===== src/rtl/rseq_pkg.sv =====
package rseq_pkg;

    localparam int TS_W  = 16;
    localparam int TAG_W = 8;

    typedef logic [TS_W-1:0]  stamp_t;
    typedef logic [TAG_W-1:0] tag_t;

    typedef struct packed {
        logic   live;
        stamp_t stamp;
        tag_t   tag;
    } cell_t;

    // Age in timeslots, modulo 2^TS_W so counter wrap is harmless.
    function automatic stamp_t age_of(input stamp_t now_t, input stamp_t entry_t);
        return stamp_t'(now_t - entry_t);
    endfunction

endpackage


===== src/rtl/rseq_pool.sv =====
module rseq_pool
    import rseq_pkg::*;
#(
    parameter  int SLOTS = 8,
    localparam int IDX_W = (SLOTS > 1) ? $clog2(SLOTS) : 1
) (
    input  logic             clk,
    input  logic             rst,
    input  logic             wr_en,
    input  stamp_t           wr_stamp,
    input  tag_t             wr_tag,
    input  logic             rel_en,
    input  logic [IDX_W-1:0] rel_idx,
    output logic             space_ok,
    output logic [SLOTS-1:0] live_o,
    output stamp_t           stamp_o [SLOTS],
    output tag_t             tag_o   [SLOTS]
);

    cell_t            slot_q [SLOTS];
    logic [SLOTS-1:0] free_vec;
    logic [IDX_W-1:0] wr_idx;

    always_comb begin
        for (int i = 0; i < SLOTS; i++) begin
            live_o[i]  = slot_q[i].live;
            stamp_o[i] = slot_q[i].stamp;
            tag_o[i]   = slot_q[i].tag;
        end
        free_vec = ~live_o;
        if (rel_en) free_vec[rel_idx] = 1'b1;
        wr_idx = '0;
        for (int i = SLOTS - 1; i >= 0; i--) begin
            if (free_vec[i]) wr_idx = IDX_W'(i);
        end
        space_ok = |free_vec;
    end

    always_ff @(posedge clk) begin
        if (rst) begin
            for (int i = 0; i < SLOTS; i++) slot_q[i] <= '0;
        end else begin
            if (rel_en) slot_q[rel_idx].live <= 1'b0;
            if (wr_en)  slot_q[wr_idx] <= '{live: 1'b1, stamp: wr_stamp, tag: wr_tag};
        end
    end

    AST_DRAIN_ONE_PER_SLOT: assert property (@(posedge clk) disable iff (rst)
        1'b1 |=> ($countones(live_o) + 1 >= $past($countones(live_o))));

    AST_STALL_KEEPS_CELLS: assert property (@(posedge clk) disable iff (rst)
        !rel_en |=> ((live_o & $past(live_o)) == $past(live_o)));

    AST_ACCEPT_GROWS_POOL: assert property (@(posedge clk) disable iff (rst)
        (wr_en && !rel_en) |=> ($countones(live_o) == $past($countones(live_o)) + 1));

endmodule


===== src/rtl/rseq_oldest_tree.sv =====
module rseq_oldest_tree
    import rseq_pkg::*;
#(
    parameter  int SLOTS = 8,
    localparam int IDX_W = (SLOTS > 1) ? $clog2(SLOTS) : 1
) (
    input  logic             clk,
    input  logic             rst,
    input  stamp_t           now,
    input  logic [SLOTS-1:0] live,
    input  stamp_t           stamp [SLOTS],
    output logic             win_live,
    output stamp_t           win_age,
    output logic [IDX_W-1:0] win_idx
);

    localparam int LEVELS = $clog2(SLOTS);
    localparam int LEAVES = 1 << LEVELS;

    // Heap layout: node n has children 2n and 2n+1, leaves at LEAVES..2*LEAVES-1.
    logic             nd_live [2*LEAVES];
    stamp_t           nd_age  [2*LEAVES];
    logic [IDX_W-1:0] nd_idx  [2*LEAVES];

    for (genvar j = 0; j < LEAVES; j++) begin : g_leaf
        if (j < SLOTS) begin : g_used
            assign nd_live[LEAVES+j] = live[j];
            assign nd_age[LEAVES+j]  = age_of(now, stamp[j]);
            assign nd_idx[LEAVES+j]  = IDX_W'(j);
        end else begin : g_pad
            assign nd_live[LEAVES+j] = 1'b0;
            assign nd_age[LEAVES+j]  = '0;
            assign nd_idx[LEAVES+j]  = '0;
        end
    end

    for (genvar n = 1; n < LEAVES; n++) begin : g_node
        logic take_right;
        // Right child wins only when strictly older; ties keep the lower index.
        assign take_right = nd_live[2*n+1] &&
                            (!nd_live[2*n] || (nd_age[2*n+1] > nd_age[2*n]));
        assign nd_live[n] = nd_live[2*n] | nd_live[2*n+1];
        assign nd_age[n]  = take_right ? nd_age[2*n+1] : nd_age[2*n];
        assign nd_idx[n]  = take_right ? nd_idx[2*n+1] : nd_idx[2*n];
    end

    assign win_live = nd_live[1];
    assign win_age  = nd_age[1];
    assign win_idx  = nd_idx[1];

    for (genvar k = 0; k < SLOTS; k++) begin : g_chk
        AST_OLDEST_WINS: assert property (@(posedge clk) disable iff (rst)
            live[k] |-> (age_of(now, stamp[k]) <= win_age));
    end

    AST_WINNER_IS_LIVE: assert property (@(posedge clk) disable iff (rst)
        win_live |-> live[win_idx]);

endmodule


===== src/rtl/rseq_age_gate.sv =====
module rseq_age_gate
    import rseq_pkg::*;
(
    input  logic   win_live,
    input  stamp_t win_age,
    input  stamp_t bound,
    output logic   eligible
);

    // Strictly older than the fabric delay bound: all earlier cells have landed.
    assign eligible = win_live && (win_age > bound);

endmodule


===== src/rtl/cell_reseq.sv =====
module cell_reseq
    import rseq_pkg::*;
#(
    parameter  int SLOTS = 8,
    localparam int IDX_W = (SLOTS > 1) ? $clog2(SLOTS) : 1
) (
    input  logic               clk,
    input  logic               rst,
    input  logic               in_valid,
    output logic               in_ready,
    input  logic [TS_W-1:0]    in_stamp,
    input  logic [TAG_W-1:0]   in_tag,
    input  logic [TS_W-1:0]    now,
    input  logic [TS_W-1:0]    delay_bound,
    output logic               out_valid,
    input  logic               out_ready,
    output logic [TS_W-1:0]    out_stamp,
    output logic [TAG_W-1:0]   out_tag
);

    logic [SLOTS-1:0] live;
    stamp_t           stamp [SLOTS];
    tag_t             tag   [SLOTS];
    logic             win_live;
    stamp_t           win_age;
    logic [IDX_W-1:0] win_idx;
    logic             eligible;
    logic             fire;
    logic             accept;

    assign fire   = eligible && out_ready;
    assign accept = in_valid && in_ready;

    rseq_pool #(.SLOTS(SLOTS)) u_pool (
        .clk      (clk),
        .rst      (rst),
        .wr_en    (accept),
        .wr_stamp (in_stamp),
        .wr_tag   (in_tag),
        .rel_en   (fire),
        .rel_idx  (win_idx),
        .space_ok (in_ready),
        .live_o   (live),
        .stamp_o  (stamp),
        .tag_o    (tag)
    );

    rseq_oldest_tree #(.SLOTS(SLOTS)) u_tree (
        .clk      (clk),
        .rst      (rst),
        .now      (now),
        .live     (live),
        .stamp    (stamp),
        .win_live (win_live),
        .win_age  (win_age),
        .win_idx  (win_idx)
    );

    rseq_age_gate u_gate (
        .win_live (win_live),
        .win_age  (win_age),
        .bound    (delay_bound),
        .eligible (eligible)
    );

    assign out_valid = eligible;
    assign out_stamp = stamp[win_idx];
    assign out_tag   = tag[win_idx];

    AST_RELEASE_AFTER_BOUND: assert property (@(posedge clk) disable iff (rst)
        out_valid |-> (stamp_t'(now - out_stamp) > delay_bound));

    AST_EMPTY_QUIET: assert property (@(posedge clk) disable iff (rst)
        (live == '0) |-> !out_valid);

    AST_FULL_BLOCKS: assert property (@(posedge clk) disable iff (rst)
        ((&live) && !(out_valid && out_ready)) |-> !in_ready);

endmodule


===== config.mk =====
export PLATFORM = sky130hd
export DESIGN_NAME = cell_reseq
export DESIGN_NICKNAME = d
export VERILOG_FILES = /design/src/rtl/rseq_pkg.sv /design/src/rtl/rseq_pool.sv /design/src/rtl/rseq_oldest_tree.sv /design/src/rtl/rseq_age_gate.sv /design/src/rtl/cell_reseq.sv
export SDC_FILE = /design/constraint.sdc
export NUM_CORES = 1
export LEC_CHECK = 0
export BUFFER_PORTS_ARGS = -buffer_cell sky130_fd_sc_hd__buf_2
export CAP_MARGIN = 10
export CORE_ASPECT_RATIO = 2
export CORE_MARGIN = 8
export CORE_UTILIZATION = 40
export CTS_CLUSTER_DIAMETER = 30
export DETAILED_ROUTE_END_ITERATION = 7
export SYNTH_ARGS = -nofsm -noshare
export SYNTH_HDL_FRONTEND = slang
export SYNTH_SLANG_ARGS = --single-unit

===== constraint.sdc =====
create_clock -name clk -period 34.8 [get_ports clk]
set_input_delay 5.22 -clock clk [delete_from_list [all_inputs] [get_ports clk]]
set_output_delay 5.22 -clock clk [all_outputs]
set_load 0.01 [all_outputs]

==> out/metrics.yaml, run 1 <==
synthesis:
  synth-main-ff-cell: "sky130_fd_sc_hd__edfxtp_1"
  syn-instance-count: 2208
  combined_area_of_all_synthesized_cells_sq_um: 19600
  netlist-cell-type-count: 83
  synth-xor-area-share: 0.0464
  yosysWarnings: 0
  synth_top_family_by_area: "simple AND/OR/NAND/NOR gates"
  synth-async-reset-ratio: 0
  proportion_of_synthesized_area_in_mux_cells: 0.0305
  synth-seq-cells: 200
  syn_nets: 2523
  post_synth_adder_cell_area: 0.165
  synth_seq_area_share: 0.302
  syn-mean-instance-area_sq_um: 8.90
  post_synth_and_or_nand_nor_area_fraction: 0.203
  synth_edf_count: 192
  synth-compound-area-share: 0.192
pwr:
  power_leakage_nw: 9.00
  pwr-share-seq: 0.326
  intPower_w: 0.000512
  comb_power_share: 0.443
  totalPowerFinal_w: 0.000861
  power_per_cell_area_nw_per_um2: 40.4
  pwr-share-clk: 0.231
  power.switching_fraction: 0.405
  power_switching_w: 0.000349
  vdd_drop_max_v: 0.0000427
global_route:
  grt_start_max_net_pins: 55
  track_usage: 0.257
  grt_first_pass_wirelength_microns: 109000
  grt_remaining_overflow: 0
  number_of_antenna_violations_at_the_first_check_in_global_routing: 2
  via_count_of_the_first_global_routing_pass: 16700
floorplanning:
  design.portCount: 86
  fp.dieW_microns: 173
  die_h_microns: 329
  initial_core_util: 0.401
  floorplan.rows: 115
  coreArea_sq_um: 48900
  full_die_area_sq_um: 56900
cells_and_area:
  most_flops_register: "u_pool.slot_q"
  area_growth_pct: 8.55
  design.final.nets: 2566
  filler_cell_count: 4920
  largest_register_ffs: 200
  largestRegisters: "u_pool.slot_q: 200 flops"
  drive_gt1_frac: 0.0923
  number_of_standard_cells_in_the_layout_taps_in_and_fillers_out: 2908
setup_path:
  crit-reg2reg-capture: "u_pool.slot_q[0][17]"
  critPathMaxFanout: 47
  timing.rr.start: "u_pool.slot_q[1][10]"
  r2r_setup_slack_ns: 20.16
  end_kind: "output pin"
  critPathMaxStageDelay_ns: 0.65
  critical_path_required_ns: 29.58
  crit_start: "now[1]"
  critical_path_buf_inv_count: 7
  worst_reg_to_reg_cells: 46
  timing.critical_path.max_delay_family: "compound AO/OA/AOI/OAI gates"
  crit_path_frequent_cell: "sky130_fd_sc_hd__ha_1"
  worst_setup_path_start_kind: "input pin"
  critPathKind: "in2out"
  cpMaxStageDelayCell: "sky130_fd_sc_hd__a211oi_4"
  crit_arrival_ns: 18.23
placed_design:
  final_replace_weighted_congestion: 0.984
  placed_instance_count: 2875
  io_buffer_count: 85
  post-dp-hpwl_microns: 58800
  place_ws_ns: 11.58
clock_tree:
  clkSlewWorstSetupHoldPaths_ns: 0.07
  holdBufCountCts: 0
  cts_post_setup_buffers_inserted: 0
  max-clock-path-buffers: 2
  cts_resized: 0
  clock_tree.htree_level_count: 4
  cts_tree: "done"
  master_cell_of_the_clock_root_buffer: "sky130_fd_sc_hd__clkbuf_16"
  cts_buffers: 17
  cts.sinks: 200
  worstSkewPairLatency_ns: 0.46
run:
  drv.max_cap_violation_count: 0
timing:
  holdWs_ns: 0.627
  fin_crit_ns: 23.45
  final-max-slew-violation-count: 0
  fin_ws_ns: 11.35
  timing_hold_violations_final: 0
  finalSetupTns_ns: 0
  timing.clock.skew_ns: 0.0155
  setup_viol: 0
  final.period_utilization: 0.674
  max_freq_ghz: 0.0426
  max-slew-margin-rel: 0.248
  worst_slew_pin_slew_ns: 1.13
  rsz0062_at_grt: "no"
worst_hold_path:
  worstHoldStart: "u_pool.slot_q[3][24]"
  hold_end: "u_pool.slot_q[3][24]"
  min-delay-path-class: "reg2reg"
  worstHoldPathCells: 1
detailed_routing:
  drt-vias-per-instance: 5.96
  drt-total-wl_microns: 74800
  antenna_left: 0
  detail_route.wl_per_cell_microns: 25.7
  initialDrtViolationCount: 1542
  drt_drc_violations_left: 0
  drt_pre_antenna_iters: 5
  detailroute.via_count: 17300
status:
  status: "completed"
-- metrics by stage --
step	util	area (sq um)
2_1_floorplan	-	19600
3_3_place_gp	0.424	20800
3_5_place_dp	0.424	20800
4_1_cts	0.436	21300
5_1_grt	0.436	21300
6_report	0.436	21300
-- cells in the mapped netlist, drive strengths merged (41+ instances only) --
library cell / n / area, sq um
nor4: 52 / 325
nand4: 42 / 263
mux2i: 43 / 430
xnor2: 63 / 552
clkbuf: 61 / 240
nand2: 100 / 375
o21ai: 110 / 554
xor2: 41 / 359
nor2: 134 / 533
and2: 200 / 1250
o21a: 48 / 368
ha: 247 / 3090
inv: 224 / 841
a31oi: 99 / 626
edfxtp: 192 / 5770
a21oi: 127 / 639
-- placed cells by master, fill, tap and decap left out, types with 9 or more instances in the layout --
cell | synthesis | routed
sky130_fd_sc_hd__ha_1 | 247 | 247
sky130_fd_sc_hd__nor4b_1 | 16 | 16
sky130_fd_sc_hd__o211ai_1 | 15 | 15
sky130_fd_sc_hd__buf_2 | 13 | 85
sky130_fd_sc_hd__o21bai_1 | 17 | 17
sky130_fd_sc_hd__o211a_1 | 10 | 10
sky130_fd_sc_hd__o31a_1 | 10 | 10
sky130_fd_sc_hd__clkbuf_16 | 0 | 17
sky130_fd_sc_hd__nand4_1 | 42 | 42
sky130_fd_sc_hd__and3_1 | 14 | 14
sky130_fd_sc_hd__a211oi_1 | 14 | 13
sky130_fd_sc_hd__nor4_1 | 52 | 52
sky130_fd_sc_hd__edfxtp_1 | 192 | 192
sky130_fd_sc_hd__nor2b_1 | 23 | 23
sky130_fd_sc_hd__nor2_1 | 126 | 121
sky130_fd_sc_hd__o31ai_1 | 11 | 11
sky130_fd_sc_hd__inv_1 | 224 | 224
sky130_fd_sc_hd__nand2_1 | 100 | 100
sky130_fd_sc_hd__nand2b_1 | 17 | 17
sky130_fd_sc_hd__a21oi_1 | 126 | 126
sky130_fd_sc_hd__nand3_1 | 20 | 20
sky130_fd_sc_hd__a31oi_1 | 98 | 98
sky130_fd_sc_hd__o21a_1 | 47 | 47
sky130_fd_sc_hd__mux2_2 | 15 | 15
sky130_fd_sc_hd__nor2_2 | 6 | 9
sky130_fd_sc_hd__nor3_1 | 35 | 35
sky130_fd_sc_hd__and4_1 | 29 | 29
sky130_fd_sc_hd__and2_1 | 200 | 200
sky130_fd_sc_hd__buf_4 | 5 | 22
sky130_fd_sc_hd__o21ai_0 | 101 | 95
sky130_fd_sc_hd__mux2i_1 | 43 | 43
sky130_fd_sc_hd__xor2_1 | 41 | 41
sky130_fd_sc_hd__a21o_1 | 28 | 27
sky130_fd_sc_hd__or2_2 | 11 | 11
sky130_fd_sc_hd__xnor2_1 | 63 | 63
sky130_fd_sc_hd__or3_1 | 14 | 14
-- cell type report --
| type | count | area [sq um] | area share |
|---|---|---|---|
| inverters | 224 | 841 | 0.0394 |
| multi-input cells | 1701 | 12600 | 0.591 |
| flip-flops and latches | 200 | 5930 | 0.278 |
| repair buffers | 107 | 591 | 0.0277 |
| well taps | 643 | 805 | 0.0377 |
| clock buffers | 19 | 433 | 0.0203 |
| clock inverters | 13 | 130 | 0.00610 |
| diodes | 1 | 2.50 | 0.000117 |
-- power by group through the flow --
stage | clock (W) | sequential, W | combinational [W]
finish | 0.000199 | 0.000281 | 0.000381
global route | 0.000207 | 0.000281 | 0.000420
CTS | 0.000200 | 0.000280 | 0.000376
detailed placement | 0 | 0.000286 | 0.000374
global placement | 0 | 0.000286 | 0.000373
floorplan | 0 | 0.000283 | 0.000255
-- worst max-delay path by stage --
stage                          end  slack (ns)  cells past startpoint
after floorplan           in_ready       14.18                     46
after global placement    in_ready       11.78                     47
after detailed placement  in_ready       11.58                     46
after CTS                 in_ready       11.56                     46
after global routing      in_ready       10.37                     46
final                     in_ready       11.35                     46
-- layer usage --
| metal | track usage | routed length, microns |
|---|---|---|
| met1 | 0.305 | 29500 |
| met2 | 0.429 | 34900 |
| met3 | 0.0358 | 4640 |
| met4 | 0.170 | 5610 |
| met5 | 0 | 12 |
-- worst register-to-register path: cells and delay by family, from the launching register on --
| kind | cells | cell delay (ns) |
|---|---|---|
| AOI/OAI and AO/OA | 19 | 4.92 |
| adders and majority gates | 5 | 1.55 |
| buffers and inverters | 6 | 1.95 |
| DFF | 1 | 0.42 |
| muxes | 1 | 0.63 |
| and+or+nand+nor | 15 | 4.77 |
-- cells by family after synthesis --
logic type / after synthesis
simple gates: 715
compound gates: 569
buf+inv: 307
fa+ha+maj: 255
flops: 200
xor+xnor: 104
mux: 58
(Power assumes the default switching activity.)
==> run 2, diff against run 1 <==
==> constraint.sdc (replaced) <==
create_clock -name clk -period 23.7 [get_ports clk]
set_input_delay 3.555 -clock clk [delete_from_list [all_inputs] [get_ports clk]]
set_output_delay 3.555 -clock clk [all_outputs]
set_load 0.01 [all_outputs]
==> run 2 against run 1 <==
Register-to-register slack got worse by 10 ns. Largest power group unchanged. Critical path type unchanged. Core utilization rose by 0.16 points. Setup slack got worse by 7.2 ns. Count of clock-buffer cells in the layout fell by 2. Routed wire length fell by 0.27%. Design area rose by 0.38%. Critical path depth rose by 2.
==> out/metrics.yaml, run 2 (synthesized netlist as in run 1, its figures left out) <==
global_route:
  grt_remaining_overflow: 0  # unchanged
  number_of_antenna_violations_at_the_first_check_in_global_routing: 4  # +2
  track_usage: 0.255  # -0.00121
  met2_track_utilization_from_global_routing: 0.424  # -0.00455
  via_count_of_the_first_global_routing_pass: 16700  # -0.28%
  gr_busiest_metal: "met2"
  groute.layer.met3.usage: 0.0302  # -0.00562
  met1_demand_to_capacity_share_in_global_routing: 0.307  # +0.00192
  grt_start_max_net_pins: 55  # unchanged
  grt_first_pass_wirelength_microns: 108000  # -0.95%
floorplanning:
  fp.dieW_microns: 173  # unchanged
  design.portCount: 86  # unchanged
  initial_core_util: 0.401  # unchanged
  full_die_area_sq_um: 56900  # unchanged
  floorplan.rows: 115  # unchanged
  coreArea_sq_um: 48900  # unchanged
  die_h_microns: 329  # unchanged
setup_path:
  critPathKind: "in2out"
  critical_path_required_ns: 20.15  # -9.43 ns
  crit_arrival_ns: 15.98  # -2.25 ns
  crit-reg2reg-capture: "u_pool.slot_q[0][7]"
  crit_start: "now[0]"
  worst_reg_to_reg_cells: 47  # +2.2%
  critPathMaxFanout: 52  # +11%
  end_kind: "output pin"
  r2r_setup_slack_ns: 9.67  # -10.49 ns
  cpMaxStageDelayCell: "sky130_fd_sc_hd__a311oi_1"
  worst_setup_path_start_kind: "input pin"
  timing.rr.start: "u_pool.slot_q[1][10]"
  critPathMaxStageDelay_ns: 0.72  # +0.07 ns
  crit_path_frequent_cell: "sky130_fd_sc_hd__ha_1"
detailed_routing:
  initialDrtViolationCount: 1627  # +5.5%
  detail_route.wl_per_cell_microns: 25.6  # -0.44%
  drt_drc_violations_left: 0  # unchanged
  drt_pre_antenna_iters: 6  # +1
  detailroute.via_count: 17400  # +0.39%
  antenna_left: 0  # unchanged
  drt-total-wl_microns: 74600  # -0.27%
  drt-vias-per-instance: 5.97  # +0.22%
timing:
  max-slew-margin-rel: 0.243  # -0.00451
  rsz0062_at_grt: "no"
  final-max-slew-violation-count: 0  # unchanged
  finalSetupTns_ns: 0  # unchanged
  setup_viol: 0  # unchanged
  timing_hold_violations_final: 0  # unchanged
  worst_slew_pin_slew_ns: 1.13  # +0.00797 ns
  max_freq_ghz: 0.0512
  timing.clock.skew_ns: 0.0148  # -0.000638 ns
  fin_crit_ns: 19.54
  holdWs_ns: 0.610  # -0.0179 ns
  final.period_utilization: 0.824
cells_and_area:
  most_flops_register: "u_pool.slot_q"
  number_of_standard_cells_in_the_layout_taps_in_and_fillers_out: 2913  # +0.17%
  layout.cells.most_common_list: "sky130_fd_sc_hd__ha_1 (247), sky130_fd_sc_hd__inv_1 (224), sky130_fd_sc_hd__and2_1 (200)"
  leading_cell_type_in_the_layout_fill_and_taps_excluded: "sky130_fd_sc_hd__ha_1"
  area_growth_pct: 8.96
  largest_register_ffs: 200  # unchanged
  drive_gt1_frac: 0.0944  # +0.00204
  largestRegisters: "u_pool.slot_q: 200 flops"
  design.final.nets: 2570  # +0.16%
clock_tree:
  holdBufCountCts: 0  # unchanged
  cts_post_setup_buffers_inserted: 0  # unchanged
  clkSlewWorstSetupHoldPaths_ns: 0.08  # about the same
  clock_tree.htree_level_count: 4  # unchanged
  max-clock-path-buffers: 2  # unchanged
  master_cell_of_the_clock_root_buffer: "sky130_fd_sc_hd__clkbuf_16"
  cts_tree: "done"
  worstSkewPairLatency_ns: 0.46  # about the same
  cts_resized: 0  # unchanged
  cts_buffers: 17  # unchanged
  cts.sinks: 200  # unchanged
status:
  status: "completed"
placed_design:
  post-dp-hpwl_microns: 58900  # +0.19%
  io_buffer_count: 85  # unchanged
  final_replace_weighted_congestion: 0.963  # -2.2%
  placed_instance_count: 2879  # +0.14%
worst_hold_path:
  worstHoldStart: "u_pool.slot_q[2][24]"
  worstHoldPathCells: 2  # +1
  min-delay-path-class: "reg2reg"
  hold_end: "u_pool.slot_q[2][24]"
pwr:
  power_per_cell_area_nw_per_um2: 59.7  # +48%
  power_leakage_nw: 9.04  # +0.41%
  vdd_drop_max_v: 0.0000651  # +52%
run:
  drv.max_cap_violation_count: 0  # unchanged
[run 2: changes by cell type in the layout (fill, tap and decap cells not counted), sizes merged]
cell,delta
clkbuf,-2
clkinvlp,+1
clkinv,+3
buf,+4
inv,-3
bufinv,+1
diode,+1
[run 2: layout make-up]
cell class,count,area (sq um)
Sequential cell,200,5930
Multi-Input combinational cell,1701,12600
Timing Repair Buffer,111,621
Fill cell,4817,27500
Inverter,224,841
Antenna cell,2,5.00
Tap cell,643,805
Clock inverter,15,185
Clock buffer,17,425
[run 2: layer usage]
layer,vias up,wire (microns)
li1,8232,-
met1,8249,29900
met2,736,35000
met3,179,4170
met4,2,5430
met5,-,13
[run 2: worst max-delay path: cells and delay by family]
kind,cells,cell delay (ns)
adders and majority gates,6,2.00
AOI/OAI and AO/OA,18,5.45
and+or+nand+nor,13,2.02
buffers and inverters,9,2.38
muxes,1,0.37
xor gates and xnor gates,1,0.11
[run 2: how the worst max path moves through the flow]
stage | end | slack, ns | depth (start not counted)
2_1_floorplan | in_ready | 6.41 | 46
3_3_place_gp | in_ready | 4.41 | 45
3_5_place_dp | in_ready | 4.39 | 47
4_1_cts | in_ready | 4.35 | 47
5_1_grt | in_ready | 3.31 | 47
6_report | in_ready | 4.16 | 48
[run 2: where the power goes]
part	switching (W)	internal, W	leakage, nW	total [W]
Clock	0.000155	0.000152	0.291	0.000307
Combinational	0.000350	0.000209	6.69	0.000559
Sequential	0.00000842	0.000403	2.06	0.000411
Total	0.000513	0.000764	9.04	0.00128
[run 2: metrics by stage]
stage / area (sq um) / setup WS (ns) / utilization / power (W)
final: 21400 / 4.16 / 0.437 / 0.00128
after CTS: 21400 / 4.35 / 0.437 / 0.00127
after detailed placement: 20800 / 4.39 / 0.425 / 0.000968
after global routing: 21400 / 3.31 / 0.437 / 0.00135
after global placement: 20800 / 4.41 / 0.425 / 0.000967
after floorplan: 19600 / 6.41 / - / 0.000790
==> run 3, diff against run 2 <==
==> constraint.sdc (replaced) <==
create_clock -name clk -period 20.4 [get_ports clk]
set_input_delay 3.06 -clock clk [delete_from_list [all_inputs] [get_ports clk]]
set_output_delay 3.06 -clock clk [all_outputs]
set_load 0.01 [all_outputs]
==> run 3 against run 2 <==
Count of clock-buffer cells in the layout unchanged. Non-clock buffer count is 5 lower. Core utilization fell by 0.092 points. Register-to-register slack worse by 3.5 ns. Setup slack worse by 2.5 ns. Critical path type unchanged. Largest cell class unchanged. Largest power group unchanged.
==> out/metrics.yaml, run 3 (synthesized netlist as in run 1, its figures left out) <==
clock_tree:
  master_cell_of_the_clock_root_buffer: "sky130_fd_sc_hd__clkbuf_16"
  holdBufCountCts: 0  # unchanged
  cts.sinks: 200  # unchanged
  cts_post_setup_buffers_inserted: 0  # unchanged
  cts_resized: 0  # unchanged
  max-clock-path-buffers: 2  # unchanged
  worstSkewPairLatency_ns: 0.47  # about the same
  cts_buffers: 17  # unchanged
  clock_tree.htree_level_count: 4  # unchanged
  clkSlewWorstSetupHoldPaths_ns: 0.07  # about the same
  cts_tree: "done"
timing:
  worst_slew_pin_slew_ns: 1.27  # +0.132 ns
  fin_crit_ns: 18.76
  finalSetupTns_ns: 0  # unchanged
  final-max-slew-violation-count: 0  # unchanged
  final.period_utilization: 0.919
  rsz0062_at_grt: "no"
  max-slew-margin-rel: 0.154  # -0.0890
  timing.clock.skew_ns: 0.0172  # +0.00239 ns
  setup_viol: 0  # unchanged
  timing_hold_violations_final: 0  # unchanged
  fin_ws_ns: 1.64  # -2.52 ns
  max_freq_ghz: 0.0533
floorplanning:
  design.portCount: 86  # unchanged
  fp.dieW_microns: 173  # unchanged
  coreArea_sq_um: 48900  # unchanged
  floorplan.rows: 115  # unchanged
  initial_core_util: 0.401  # unchanged
  full_die_area_sq_um: 56900  # unchanged
  die_h_microns: 329  # unchanged
detailed_routing:
  detailroute.via_count: 17400  # +0.21%
  initialDrtViolationCount: 1612  # -0.92%
  detail_route.wl_per_cell_microns: 25.4  # -0.66%
  drt_pre_antenna_iters: 5  # -1
  antenna_left: 0  # unchanged
  drt-total-wl_microns: 73900  # -0.83%
  drt-vias-per-instance: 6.00  # +0.38%
  drt_drc_violations_left: 0  # unchanged
global_route:
  via_count_of_the_first_global_routing_pass: 16600  # -0.14%
  grt_start_max_net_pins: 52  # -5.5%
  track_usage: 0.253  # -0.00279
  grt_first_pass_wirelength_microns: 108000  # -0.78%
  grt_remaining_overflow: 0  # unchanged
  number_of_antenna_violations_at_the_first_check_in_global_routing: 3  # -1
setup_path:
  crit_path_frequent_cell: "sky130_fd_sc_hd__ha_1"
  critPathMaxFanout: 51  # -1.9%
  end_kind: "output pin"
  critical_path_required_ns: 17.34  # -2.81 ns
  critPathMaxStageDelay_ns: 0.91  # +0.19 ns
  critical_path_buf_inv_count: 6  # -3
  critPathKind: "in2out"
  crit_arrival_ns: 15.70  # -0.28 ns
  timing.critical_path.max_delay_family: "compound AO/OA/AOI/OAI gates"
  worst_setup_path_start_kind: "input pin"
  cpMaxStageDelayCell: "sky130_fd_sc_hd__a211oi_4"
placed_design:
  final_replace_weighted_congestion: 0.976  # +1.4%
  post-dp-hpwl_microns: 58100  # -1.4%
  place_ws_ns: 1.76  # -2.63 ns
  io_buffer_count: 85  # unchanged
  placed_cell_area_sq_um: 20700  # -0.18%
cells_and_area:
  final_core_utilization: 0.437  # -0.000920
  final_area_sq_um: 21400  # -0.21%
  filler_cell_count: 4973  # +3.2%
  most_flops_register: "u_pool.slot_q"
  leading_cell_type_in_the_layout_fill_and_taps_excluded: "sky130_fd_sc_hd__ha_1"
  area_growth_pct: 8.73
  largest_register_ffs: 200  # unchanged
  largestRegisters: "u_pool.slot_q: 200 flops"
  drive_gt1_frac: 0.0924  # -0.00200
  layout.cells.most_common_list: "sky130_fd_sc_hd__ha_1 (247), sky130_fd_sc_hd__inv_1 (224), sky130_fd_sc_hd__and2_1 (200)"
  design.final.nets: 2565  # -0.19%
worst_hold_path:
  min-delay-path-class: "reg2reg"
pwr:
  power_leakage_nw: 9.02  # -0.27%
  power_per_cell_area_nw_per_um2: 69.2  # +16%
  vdd_drop_max_v: 0.0000746  # +15%
run:
  drv.max_cap_violation_count: 0  # unchanged
status:
  status: "completed"
==> run 3: cell count changes in the layout (fill, tap and decap cells not counted), sizes merged <==
cell      change
buf           -5
clkinv        +1
clkinvlp      -1
==> run 3: where the power goes <==
group	leakage (nW)	switching, W	internal (W)
Sequential	2.06	0.0000111	0.000468
Clock	0.293	0.000178	0.000176
Combinational	6.67	0.000402	0.000242
Total	9.02	0.000591	0.000886
==> run 3: per-layer routing <==
| metal | track usage | routed length, microns | part of all wire | vias to the layer above |
|---|---|---|---|---|
| met3 | 0.0291 | 4090 | 0.055 | 193 |
| met1 | 0.301 | 29600 | 0.40 | 8273 |
| met2 | 0.431 | 35300 | 0.48 | 770 |
| met5 | 0 | 15 | 0.00020 | - |
| li1 | - | - | - | 8196 |
| met4 | 0.154 | 4910 | 0.066 | 2 |
==> run 3: worst min-delay path, stage by stage (launching register included) <==
cell and delay (ns):
sky130_fd_sc_hd__dfxtp_1 0.38, sky130_fd_sc_hd__o41ai_1 0.13, sky130_fd_sc_hd__o22ai_1 0.08
==> run 3: path summary, 6_finish.rpt <==
path / start / end / slack, ns / depth (start not counted)
min reg2reg: u_pool.slot_q[2][24] / u_pool.slot_q[2][24] / 0.64 / 2
max reg2reg: u_pool.slot_q[1][9] / u_pool.slot_q[0][17] / 6.19 / 47
min: u_pool.slot_q[2][24] / u_pool.slot_q[2][24] / 0.64 / 2
max: now[1] / in_ready / 1.64 / 47
==> run 3: area by class of cell <==
cell class / count / area [sq um] / area share
Tap cell: 643 / 805 / 0.0377
Clock inverter: 15 / 178 / 0.00832
Inverter: 224 / 841 / 0.0394
Sequential cell: 200 / 5930 / 0.277
Multi-Input combinational cell: 1701 / 12600 / 0.590
Clock buffer: 17 / 425 / 0.0199
Antenna cell: 2 / 5.00 / 0.000234
Timing Repair Buffer: 106 / 583 / 0.0273
==> run 3: through the flow <==
| stage | total power, W | cells | hold WS, ns |
|---|---|---|---|
| after floorplan | 0.000917 | 2208 | 0.498 |
| after global placement | 0.00112 | 2874 | 0.624 |
| after detailed placement | 0.00112 | 2874 | 0.610 |
| after CTS | 0.00147 | 2906 | 0.620 |
| after global routing | 0.00156 | 2906 | 0.655 |
| final | 0.00148 | 2908 | 0.637 |
